$ cat config.mk
export PLATFORM = sky130hd
export DESIGN_NAME = mii_mgmt_engine
export DESIGN_NICKNAME = d
export VERILOG_FILES = /design/src/rtl/mii_mgmt_pkg.sv /design/src/rtl/mii_mgmt_ctrl.sv /design/src/rtl/mii_mgmt_datapath.sv /design/src/rtl/mii_mgmt_engine.sv
export SDC_FILE = /design/constraint.sdc
export NUM_CORES = 1
export LEC_CHECK = 0
export BUFFER_PORTS_ARGS = -buffer_cell sky130_fd_sc_hd__buf_2
export CAP_MARGIN = 25
export CORE_ASPECT_RATIO = 1.2
export CORE_MARGIN = 4
export CORE_UTILIZATION = 39
export CTS_BUF_LIST = sky130_fd_sc_hd__clkbuf_2 sky130_fd_sc_hd__clkbuf_4 sky130_fd_sc_hd__clkbuf_8
export CTS_CLUSTER_SIZE = 28
export DETAILED_ROUTE_END_ITERATION = 12
export SKIP_CTS_REPAIR_TIMING = 1
export SLEW_MARGIN = 10
export SYNTH_ARGS = -nofsm -noshare
export SYNTH_HDL_FRONTEND = slang
export SYNTH_HIERARCHICAL = 1
export SYNTH_SLANG_ARGS = --single-unit
$ cat constraint.sdc
create_clock -name clk -period 5.8 [get_ports clk]
set_input_delay 0.29 -clock clk [delete_from_list [all_inputs] [get_ports clk]]
set_output_delay 0.29 -clock clk [all_outputs]
set_load 0.05 [all_outputs]
$ cat src/rtl/mii_mgmt_pkg.sv
package mii_mgmt_pkg;
  localparam int FRAME_W    = 32;
  localparam int DATA_W     = 16;
  localparam int REG_ADDR_W = 5;
  localparam int REG_COUNT  = 1 << REG_ADDR_W;
  localparam int HDR_LSB    = 18;  // header slice passed to control: bits 31:18

  // PHY register indices and bit positions
  localparam int CTRL_IDX    = 0;
  localparam int STAT_IDX    = 1;
  localparam int ID_HI_IDX   = 2;
  localparam int ID_LO_IDX   = 3;
  localparam int ADV_IDX     = 4;
  localparam int PARTNER_IDX = 5;

  localparam int CTRL_RESET_BIT   = 15;
  localparam int CTRL_ANEN_BIT    = 12;
  localparam int CTRL_RESTART_BIT = 9;
  localparam int STAT_LINK_BIT    = 2;
  localparam int STAT_ANABLE_BIT  = 3;
  localparam int STAT_ANDONE_BIT  = 5;
  localparam int STAT_TXFD_BIT    = 14;
  localparam int PARTNER_TXFD_BIT = 8;

  localparam logic [1:0] START_CODE = 2'b01;
  localparam logic [1:0] OP_WRITE   = 2'b01;
  localparam logic [1:0] OP_READ    = 2'b10;

  localparam logic [FRAME_W-1:0] CFG_RO_MASK  = 32'h0000_0300;
  localparam logic [FRAME_W-1:0] CFG_RST_WORD = 32'h0000_0100;

  typedef struct packed {
    logic                  frameLoad;
    logic                  cfgLoad;
    logic                  phyWr;
    logic                  phyRd;
    logic                  linkRise;
    logic                  linkFall;
    logic [REG_ADDR_W-1:0] regAddr;
  } mgmtStrobes_t;
endpackage

$ cat src/rtl/mii_mgmt_ctrl.sv
module mii_mgmt_ctrl
  import mii_mgmt_pkg::*;
#(
  parameter int PHY_ADDR = 1
) (
  input  logic                       clk,
  input  logic                       rstN,
  input  logic                       busWrEn,
  input  logic                       busSel,
  input  logic [FRAME_W-1:HDR_LSB]   frameHdr,
  input  logic                       linkUp,
  output mgmtStrobes_t               stb
);
  localparam logic [4:0] OWN_ADDR = PHY_ADDR[4:0];

  logic linkPrev;
  logic frameWr;
  logic headerOk;
  logic [1:0] opCode;

  always_ff @(posedge clk) begin
    if (!rstN) linkPrev <= linkUp;
    else       linkPrev <= linkUp;
  end

  always_comb begin
    frameWr  = busWrEn && !busSel;
    opCode   = frameHdr[29:28];
    headerOk = (frameHdr[31:30] == START_CODE) && (frameHdr[27:23] == OWN_ADDR);

    stb.frameLoad = frameWr;
    stb.cfgLoad   = busWrEn && busSel;
    stb.phyWr     = frameWr && headerOk && (opCode == OP_WRITE);
    stb.phyRd     = frameWr && headerOk && (opCode == OP_READ);
    stb.linkRise  = linkUp && !linkPrev;
    stb.linkFall  = !linkUp && linkPrev;
    stb.regAddr   = frameHdr[22:18];
  end
endmodule

$ cat src/rtl/mii_mgmt_datapath.sv
module mii_mgmt_datapath
  import mii_mgmt_pkg::*;
#(
  parameter logic [DATA_W-1:0] PHY_ID_HI = 16'h0022,
  parameter logic [DATA_W-1:0] PHY_ID_LO = 16'h1619
) (
  input  logic               clk,
  input  logic               rstN,
  input  mgmtStrobes_t       stb,
  input  logic [FRAME_W-1:0] busWrData,
  input  logic               linkUp,
  output logic [FRAME_W-1:0] frameWord,
  output logic [FRAME_W-1:0] cfgWord
);
  logic [DATA_W-1:0] phyRegs  [REG_COUNT];
  logic [DATA_W-1:0] nextRegs [REG_COUNT];
  logic [DATA_W-1:0] cmdData;
  logic              restartHit;
  logic              idTarget;

  function automatic logic [DATA_W-1:0] resetValue(input int idx, input logic lnk);
    logic [DATA_W-1:0] v;
    v = '0;
    case (idx)
      STAT_IDX: begin
        v[STAT_TXFD_BIT]   = 1'b1;
        v[STAT_ANDONE_BIT] = 1'b1;
        v[STAT_ANABLE_BIT] = 1'b1;
        v[STAT_LINK_BIT]   = lnk;
      end
      ID_HI_IDX: v = PHY_ID_HI;
      ID_LO_IDX: v = PHY_ID_LO;
      ADV_IDX:   v[PARTNER_TXFD_BIT] = 1'b1;
      default:   v = '0;
    endcase
    return v;
  endfunction

  // Next state of the register file: command first, link events last
  always_comb begin
    for (int i = 0; i < REG_COUNT; i++) nextRegs[i] = phyRegs[i];
    cmdData    = busWrData[DATA_W-1:0];
    restartHit = 1'b0;
    idTarget   = (stb.regAddr == REG_ADDR_W'(ID_HI_IDX)) ||
                 (stb.regAddr == REG_ADDR_W'(ID_LO_IDX));
    if (stb.phyWr) begin
      if (stb.regAddr == REG_ADDR_W'(CTRL_IDX)) begin
        if (cmdData[CTRL_RESET_BIT]) begin
          cmdData[CTRL_RESET_BIT] = 1'b0;
          cmdData[CTRL_ANEN_BIT]  = 1'b1;
        end
        if (cmdData[CTRL_RESTART_BIT]) begin
          cmdData[CTRL_RESTART_BIT] = 1'b0;
          restartHit = 1'b1;
        end
      end
      if (!idTarget) nextRegs[stb.regAddr] = cmdData;
    end
    if (restartHit) begin
      nextRegs[STAT_IDX][STAT_ANDONE_BIT] = 1'b1;
      if (linkUp) begin
        nextRegs[STAT_IDX][STAT_LINK_BIT]       = 1'b1;
        nextRegs[PARTNER_IDX][PARTNER_TXFD_BIT] = 1'b1;
      end
    end
    if (stb.linkRise) begin
      nextRegs[STAT_IDX][STAT_LINK_BIT]       = 1'b1;
      nextRegs[PARTNER_IDX][PARTNER_TXFD_BIT] = 1'b1;
    end
    if (stb.linkFall) begin
      nextRegs[STAT_IDX][STAT_LINK_BIT]       = 1'b0;
      nextRegs[PARTNER_IDX][PARTNER_TXFD_BIT] = 1'b0;
    end
  end

  for (genvar gi = 0; gi < REG_COUNT; gi++) begin : g_phyReg
    always_ff @(posedge clk) begin
      if (!rstN) phyRegs[gi] <= resetValue(gi, linkUp);
      else       phyRegs[gi] <= nextRegs[gi];
    end
  end

  always_ff @(posedge clk) begin
    if (!rstN) begin
      frameWord <= '0;
    end else if (stb.frameLoad) begin
      frameWord <= {busWrData[FRAME_W-1:17], 1'b1,
                    stb.phyRd ? phyRegs[stb.regAddr] : busWrData[DATA_W-1:0]};
    end
  end

  always_ff @(posedge clk) begin
    if (!rstN) begin
      cfgWord <= CFG_RST_WORD;
    end else if (stb.cfgLoad) begin
      cfgWord <= (busWrData & ~CFG_RO_MASK) | (cfgWord & CFG_RO_MASK);
    end
  end
endmodule

$ cat src/rtl/mii_mgmt_engine.sv
module mii_mgmt_engine
  import mii_mgmt_pkg::*;
#(
  parameter int                PHY_ADDR  = 1,
  parameter logic [DATA_W-1:0] PHY_ID_HI = 16'h0022,
  parameter logic [DATA_W-1:0] PHY_ID_LO = 16'h1619
) (
  input  logic               clk,
  input  logic               rstN,
  input  logic               busWrEn,
  input  logic               busSel,
  input  logic [FRAME_W-1:0] busWrData,
  output logic [FRAME_W-1:0] busRdData,
  input  logic               linkUp
);
  mgmtStrobes_t       stb;
  logic [FRAME_W-1:0] frameWord;
  logic [FRAME_W-1:0] cfgWord;

  mii_mgmt_ctrl #(.PHY_ADDR(PHY_ADDR)) i_ctrl (
    .clk      (clk),
    .rstN     (rstN),
    .busWrEn  (busWrEn),
    .busSel   (busSel),
    .frameHdr (busWrData[FRAME_W-1:HDR_LSB]),
    .linkUp   (linkUp),
    .stb      (stb)
  );

  mii_mgmt_datapath #(.PHY_ID_HI(PHY_ID_HI), .PHY_ID_LO(PHY_ID_LO)) i_dp (
    .clk       (clk),
    .rstN      (rstN),
    .stb       (stb),
    .busWrData (busWrData),
    .linkUp    (linkUp),
    .frameWord (frameWord),
    .cfgWord   (cfgWord)
  );

  assign busRdData = busSel ? cfgWord : frameWord;
endmodule

Word-level counts from Yosys, hierarchy flattened
Memory sizes are Yosys's and may differ from the RTL's.
Index checks and enable logic that the tools add are counted.

storage, ports and cells
  register bits = 65
  memory bits (writable) = 512
  input bits = 37
  output and inout bits = 32
  memories kept = 1

cells by class
  magnitude comparators = 2
  eq/ne operators = 6
  mux-type cells = 67
  bitwise logic cells = 34
  reductions and logical operators = 14

memory list
  memory        words  width  rd ports  clocked after memory_dff  write ports  line                     source
  i_dp.phyRegs  32     16     33        0                         32           mii_mgmt_datapath.sv:15  logic [DATA_W-1:0] phyRegs [REG_COUNT];

operators with widths
  cell                                                                          count
  512-bit 2-to-1 mux                                                            2
  16-bit 2-to-1 mux                                                             37
  512-bit bitwise mux                                                           1
  16-bit demux with 5-bit select                                                1
  32-bit 2-to-1 mux                                                             1
  1-bit OR                                                                      32
  32-bit by 10-bit OR with 32-bit output                                        1
  1-bit 2-to-1 mux                                                              22
  15-bit 2-to-1 mux                                                             1
  12-bit 2-to-1 mux                                                             1
  5-bit by 2-bit == test with 1-bit output, second input constant               2
  1-bit logical AND                                                             9
  6-bit greater-or-equal comparator, second input constant                      1
  6-bit by 1-bit less-than comparator with 1-bit output, second input constant  1
  5-bit NOT with 6-bit output                                                   1
  5-bit by 1-bit == test with 1-bit output, second input constant               1
  5-bit logical NOT                                                             1
  2-bit by 1-bit == test with 1-bit output, second input constant               2
  1-bit logical NOT                                                             3
  2-bit == test, second input constant                                          1
  2-bit 2-to-1 mux                                                              1
  1-bit logical OR                                                              1

Depth between registers and ports, before layout
Gate-level depths: netlist of run 1.

  depth after elaboration = 13
  gate-level depth with buffers = 11
  depth with buffers taken out = 8

By module
Netlist of run 1, hierarchy kept.

modules (own cells, without submodules)
  module             instances  cells an instance  area an instance (um^2)  sequential area each (um^2)
  mii_mgmt_datapath  1          2845               24424.7                  11491.0
  mii_mgmt_engine    1          36                 544.3                    0.0
  mii_mgmt_ctrl      1          18                 157.7                    20.0

Worst setup path after synthesis of run 1
OpenSTA, ideal clock, no wires.

  kind = in2reg
  from = input port busWrData[24]
  to = memory i_dp.phyRegs[6][8]
  library setup time = 0.128 ns
  arrival time = 2.563 ns
  slack = 3.110 ns
  stages on the path = 10
  path buffers = 3
  cells stage by stage = or4b_4 nor4_2 nand2_2 or3_1 buf_6 nor3_2 buf_4 buf_6 mux2i_1 nor2_1

RTL lines
  what                line                     source
  start: declaration  mii_mgmt_engine.sv:12    input logic [FRAME_W-1:0] busWrData,
  end: declaration    mii_mgmt_datapath.sv:15

==> impl_metrics.tcl, run 1 <==
set metrics [dict create \
    synthesis.area_sq_mm 0.0251 \
    fin_crit_sh_pct 68.1 \
    synthArstFlopShare_pct 0 \
    max_freq_mhz 253 \
    gr-total-overflow 0 \
    num_rows 101 \
    final_common_cell "nand2_1" \
    die_area_sq_mm 0.0686 \
    ys_types 72 \
    final_nets 2892 \
    synth_seq_cells 575 \
    crit_family "simple AND/OR/NAND/NOR gates" \
    leakage_nw 9.50 \
    crit_chain "dlygate4sd3_1 -> buf_2 -> or4b_4 -> nor4_2 -> nand2_2 -> or3_1 -> nor3_4 -> mux2i_1 -> nor2_1" \
    clock_sinks 575 \
    internal_power_w 0.00621 \
    synthXorXnorAreaFrac_pct 0 \
    ios 69 \
    wl_per_cell_um 20.8 \
    syn_nets 2936 \
    io_buffer_count 68 \
    synth_compound_area_share_pct 13.2 \
    fin_tns_setup_ns 0 \
    critPathArrivalTime_ns 4.47 \
    rsz0062_at_grt "false" \
    dr.pass1.iters 5 \
    clockRootBuffer "clkbuf_8" \
    tightest_slew_ns 1.07 \
    final_cell_count_no_fill 3746 \
    dieWidth_um 240 \
    endpoint_kind "flop" \
    drt_iter0_drc 1841 \
    wirelength_um 77700 \
    synth_edf_count 0 \
    yosys_warnings 6 \
    clkLatencyLatePin_ns 0.67 \
    ir_drop_mv 0.168 \
    synthMuxAreaShare_pct 15.5 \
    start_util_pct 39.5 \
    p_per_area_mw_per_mm2 295 \
    cts_buffer_depth 3 \
    die-height_um 286 \
    routed_via_density 5.56 \
    r2r_setup_slack_ns 3.62 \
    grt_pass1_wl_um 119000 \
    ant_nets 0 \
    final_cell_mix "nand2_1, dfxtp_1, a21oi_1" \
    p_switching_w 0.00195 \
    htreeDepth 3 \
    whs_ns -0.0203 \
    violations "negative hold slack" \
    gp_congestion 0.896 \
    crit_type "input port to flop" \
    hold_viol_final 3 \
    dpl.hpwl_um 48900 \
    synth.avg_cell_area_sq_um 8.67 \
    antenna_found_initial 3 \
    track_usage_pct 22.1 \
    p_seq_share_pct 48.9 \
    setup_viol_count_final 0 \
    cp_slowest_cell "nor3_4" \
    synth_adder_area_share_pct 0 \
    status "finished, violations left" \
    hp-class "input port to flop" \
    required_ns 6.32 \
    vias 20800 \
    ys.flop_type "dfxtp_1" \
    clockPowerShare_pct 44.7 \
    swShare_pct 23.9 \
    grt_pass1_vias 20100 \
    core_sq_mm 0.0636 \
    skew_ns 0.0142 \
    grt_start_max_net_pins 220 \
    cts-buffers-inserted 91 \
    synth_top_family_by_area "simple AND/OR/NAND/NOR gates" \
    drive_gt1_share_pct 14.3 \
    path_clk_slew_ns 0.06 \
    critPathMaxStageDelay_ns 0.92 \
    cts_tree "done" \
    syn_inst 2899 \
    route.detailed.drc 0 \
    path_buf_inv 2 \
    slew_violations 0 \
    cp_max_fo 17 \
    slew_headroom_pct 28.7 \
    seq_area_frac_synth_pct 45.8 \
    maxCapViolations 0 \
    period_minus_slack_ns 3.95 \
    worstSetupStartpointType "input port" \
    synthSimpleGateAreaFrac_pct 20.0 \
    dp_cells 3573 \
    share_comb_of_total_power_pct 6.4 \
    area_growth_pct 9.90 \
]
==> per-stage QoR <==
stage / worst slack (ns) / power [W] / utilization [%] / cell area [sq um]
2_1_floorplan: 3.11 / 0.00445 / - / 25100
3_3_place_gp: 1.86 / 0.00457 / 40.1 / 25500
3_5_place_dp: 1.74 / 0.00458 / 40.1 / 25500
4_1_cts: 2.46 / 0.00823 / 43.2 / 27500
5_1_grt: 1.69 / 0.00843 / 43.4 / 27600
6_report: 1.85 / 0.00816 / 43.4 / 27600
==> layout make-up <==
type | count | area (sq um)
Inverter | 5 | 26.3
Tap cell | 824 | 1030
Clock buffer | 150 | 1860
Sequential cell | 575 | 11500
Timing Repair Buffer | 116 | 798
Clock inverter | 8 | 92.6
Multi-Input combinational cell | 2066 | 12300
Fill cell | 6147 | 36000
Antenna cell | 2 | 5.00
==> worst min-delay path, stage by stage <==
cell and delay (ns):
buf_2 0.15, mux2i_1 0.09, nor2_1 0.07
==> metal layers <==
layer / share of wire [%] / track usage (%) / wire length, um
met5: 0.017 / 0 / 13
met4: 4.5 / 10.3 / 3470
met3: 7.4 / 3.58 / 5790
met2: 46 / 35.4 / 36000
met1: 42 / 29.3 / 32500
==> kinds of logic (layout without fill, tap and decap cells) <==
logic type,after synthesis,count (layout)
buffers and inverters,258,279
other,2,4
muxes,288,288
AOI/OAI and AO/OA,581,581
DFF,575,575
and+or+nand+nor,1195,1195
==> power by group through the flow <==
stage | Sequential (W) | Clock, W | Combinational [W]
floorplan | 0.00407 | 0 | 0.000378
global placement | 0.00407 | 0 | 0.000501
detailed placement | 0.00407 | 0 | 0.000506
CTS | 0.00399 | 0.00373 | 0.000507
global route | 0.00399 | 0.00390 | 0.000547
finish | 0.00399 | 0.00365 | 0.000520
==> cell usage after synthesis (all sizes together), types with 4 or more instances <==
master	number	area share [%]
a211oi	40	1.2
a21oi	425	8.5
a221o	4	0.16
a221oi	5	0.17
a22o	12	0.42
a22oi	10	0.30
a31oi	8	0.20
a32o	5	0.20
and2	29	0.72
and3	6	0.15
buf	128	3.5
clkbuf	125	1.9
dfxtp	575	46
inv	5	0.075
mux2	47	2.6
mux2i	175	7.0
mux4	66	6.0
nand2	794	12
nand2b	15	0.37
nand3	37	0.74
nand4	7	0.20
nor2	232	3.7
nor2b	17	0.42
nor3	17	0.48
nor4	10	0.30
o211ai	10	0.30
o21ai	10	0.20
o22ai	31	0.77
or3	12	0.30
or4b	4	0.19
==> flip-flops by register name, indices dropped and copies added (netlist names) <==
register and flops:
i_ctrl/linkPrev 1, i_dp/cfgWord 30, i_dp/frameWord 32, i_dp/phyRegs 512
==> final timing paths <==
kind                                 endpoint                        startpoint  depth (start not counted)
max          i_dp/phyRegs[6][14]$_SDFFE_PN0P_                     busWrData[24]                          9
min           i_dp/frameWord[28]$_SDFFE_PN0P_                     busWrData[28]                          3
min reg2reg   i_dp/phyRegs[3][3]$_SDFFE_PN1P_   i_dp/phyRegs[3][3]$_SDFFE_PN1P_                          1
max reg2reg    i_dp/frameWord[6]$_SDFFE_PN0P_  i_dp/phyRegs[13][6]$_SDFFE_PN0P_                          5
(Power assumes the default switching activity.)
==> inputs of run 2 (changes only) <==
==> constraint.sdc (replaced) <==
create_clock -name clk -period 4.1 [get_ports clk]
set_input_delay 0.205 -clock clk [delete_from_list [all_inputs] [get_ports clk]]
set_output_delay 0.205 -clock clk [all_outputs]
set_load 0.05 [all_outputs]
==> run 2 against run 1 <==
Net effect:
- sequential cell count did not move
- cell area rose by 0.57%
- die area did not move
- final cell count rose by 0.72%
- first-iteration DRC count rose by 1.1%
- clock skew rose by 0.010 ns
- count of clock-buffer cells in the layout fell by 2
- clock power rose by 38%
- critical path depth rose by 2
- largest cell class unchanged
- hold slack improved by 0.15 ns
- non-clock buffer count rose by 28
- the run now ends clean
- register-to-register slack got worse by 1.7 ns
==> impl_metrics.tcl, run 2 (synthesis results as in run 1) <==
set metrics [dict create \
    finalInstanceArea_sq_mm 0.0278 \
    clockRootBuffer "clkbuf_8" \
    max_freq_mhz 317 \
    top_regs "i_dp/phyRegs x512, i_dp/frameWord x32, i_dp/cfgWord x30" \
    dpl.hpwl_um 50600 \
    htreeDepth 3 \
    cts_tree "done" \
    swShare_pct 24.7 \
    required_ns 4.65 \
    worstSetupStartpointType "input port" \
    fillCellCount 6096 \
    dr.pass1.iters 5 \
    final_common_cell "nand2_1" \
    drt_iter0_drc 1861 \
    io_buffer_count 68 \
    largest_register "i_dp/phyRegs" \
    maxCapViolations 0 \
    core_sq_mm 0.0636 \
    endpoint_kind "flop" \
    tightest_slew_ns 1.04 \
    ios 69 \
    drive_gt1_share_pct 14.9 \
    leakage_nw 9.59 \
    cts-buffers-inserted 90 \
    crit_type "input port to flop" \
    hold_viol_final 0 \
    share_comb_of_total_power_pct 6.6 \
    cts_buffer_depth 3 \
    clockPowerShare_pct 44.1 \
    track_usage_pct 22.6 \
    cp_max_fo 19 \
    grt_pass1_wl_um 121000 \
    status "complete, no violations" \
    start_util_pct 39.5 \
    num_rows 101 \
    grt_pass1_vias 20200 \
    grt.busiest_layer "met2" \
    final_cell_mix "nand2_1, dfxtp_1, a21oi_1" \
    route.detailed.drc 0 \
    grt_start_max_net_pins 134 \
    p_switching_w 0.00283 \
    area_growth_pct 10.5 \
    fin_tns_setup_ns 0 \
    ant_nets 0 \
    critPathArrivalTime_ns 3.70 \
    period_minus_slack_ns 3.15 \
    wirelength_um 80500 \
    use_met2_pct 35.8 \
    p_seq_share_pct 49.3 \
    die-height_um 286 \
    met3_usage_pct 3.86 \
    gr-total-overflow 0 \
    final_nets 2919 \
    skew_ns 0.0243 \
    setup_viol_count_final 0 \
    die_area_sq_mm 0.0686 \
    path_clk_slew_ns 0.06 \
    wl_per_cell_um 21.3 \
    ir_drop_mv 0.234 \
    hp-class "input port to flop" \
    p_per_area_mw_per_mm2 412 \
    clkLatencyLatePin_ns 0.69 \
    largest_reg_flops 512 \
    slew_headroom_pct 30.6 \
    place_area_sq_mm 0.0257 \
    fin_crit_sh_pct 76.9 \
    use_met1_pct 29.7 \
    gp_congestion 0.910 \
    routed_via_density 5.63 \
    clock_sinks 575 \
    dieWidth_um 240 \
    antenna_found_initial 4 \
    vias 21200 \
    slew_violations 0 \
    rsz0062_at_grt "false" \
    internal_power_w 0.00862 \
]
[run 2: cell count changes in the layout (fill, tap and decap cells not counted)]
| cell | previous run | this run |
|---|---|---|
| bufinv_16 | 2 | 0 |
| buf_4 | 34 | 57 |
| clkbuf_8 | 117 | 113 |
| buf_16 | 1 | 0 |
| buf_12 | 3 | 5 |
| clkinvlp_4 | 1 | 3 |
| diode_2 | 2 | 3 |
| inv_8 | 1 | 2 |
| clkbuf_4 | 33 | 35 |
| inv_6 | 0 | 2 |
| dlygate4sd3_1 | 11 | 15 |
| clkinv_2 | 5 | 2 |
[run 2: power by group through the flow]
stage,logic [W],registers [W],clock network [W]
2_1_floorplan,0.000534,0.00576,0
3_3_place_gp,0.000726,0.00576,0
3_5_place_dp,0.000732,0.00576,0
4_1_cts,0.000733,0.00564,0.00515
5_1_grt,0.000787,0.00564,0.00536
6_report,0.000752,0.00564,0.00505
[run 2: final cells by class]
| type | count | area (sq um) | area share (%) |
|---|---|---|---|
| sequential | 575 | 11500 | 41.5 |
| antenna | 3 | 7.51 | 0.0270 |
| clock buffer | 148 | 1820 | 6.55 |
| multi-input combinational | 2066 | 12300 | 44.3 |
| tap | 824 | 1030 | 3.71 |
| inverter | 5 | 26.3 | 0.0946 |
| clock inverter | 8 | 61.3 | 0.221 |
| timing repair buffer | 144 | 1020 | 3.69 |
[run 2: layer usage]
metal  up-vias  part of all wire (%)
li1       9855                     -
met1     10200                    41
met2       956                    46
met3       199                   8.0
met4         2                   5.2
met5         -                 0.016
[run 2: path summary, 6_finish.rpt]
kind	start	to	slack (ns)	cells after the start
max	busWrData[24]	i_dp/phyRegs[19][12]$_SDFFE_PN0P_	0.95	11
min	busWrData[13]	i_dp/phyRegs[31][13]$_SDFFE_PN0P_	0.13	3
max reg2reg	i_dp/phyRegs[12][6]$_SDFFE_PN0P_	i_dp/frameWord[6]$_SDFFE_PN0P_	1.94	5
min reg2reg	i_dp/phyRegs[3][0]$_SDFFE_PN1P_	i_dp/phyRegs[3][0]$_SDFFE_PN1P_	0.44	1
[run 2: critical path, stage by stage]
cell and delay (ns):
dlygate4sd3_1 0.53, buf_2 0.15, or4b_4 0.58, nor4_2 0.31, buf_4 0.23, nand2_2 0.09, nor3b_4 0.47, buf_4 0.23
nand2_1 0.49, a21oi_1 0.34, nor2_1 0.06
[run 2: metrics by stage]
stage	hold slack [ns]	cells	total power (W)	setup WS (ns)	util, %
finish	0.126	3773	0.0114	0.946	43.7
global route	0.131	3771	0.0118	0.824	43.7
CTS	-0.314	3755	0.0115	1.58	43.4
detailed placement	0.407	3599	0.00649	0.857	40.5
global placement	0.399	3599	0.00649	0.925	40.5
floorplan	0.233	2899	0.00629	1.49	-
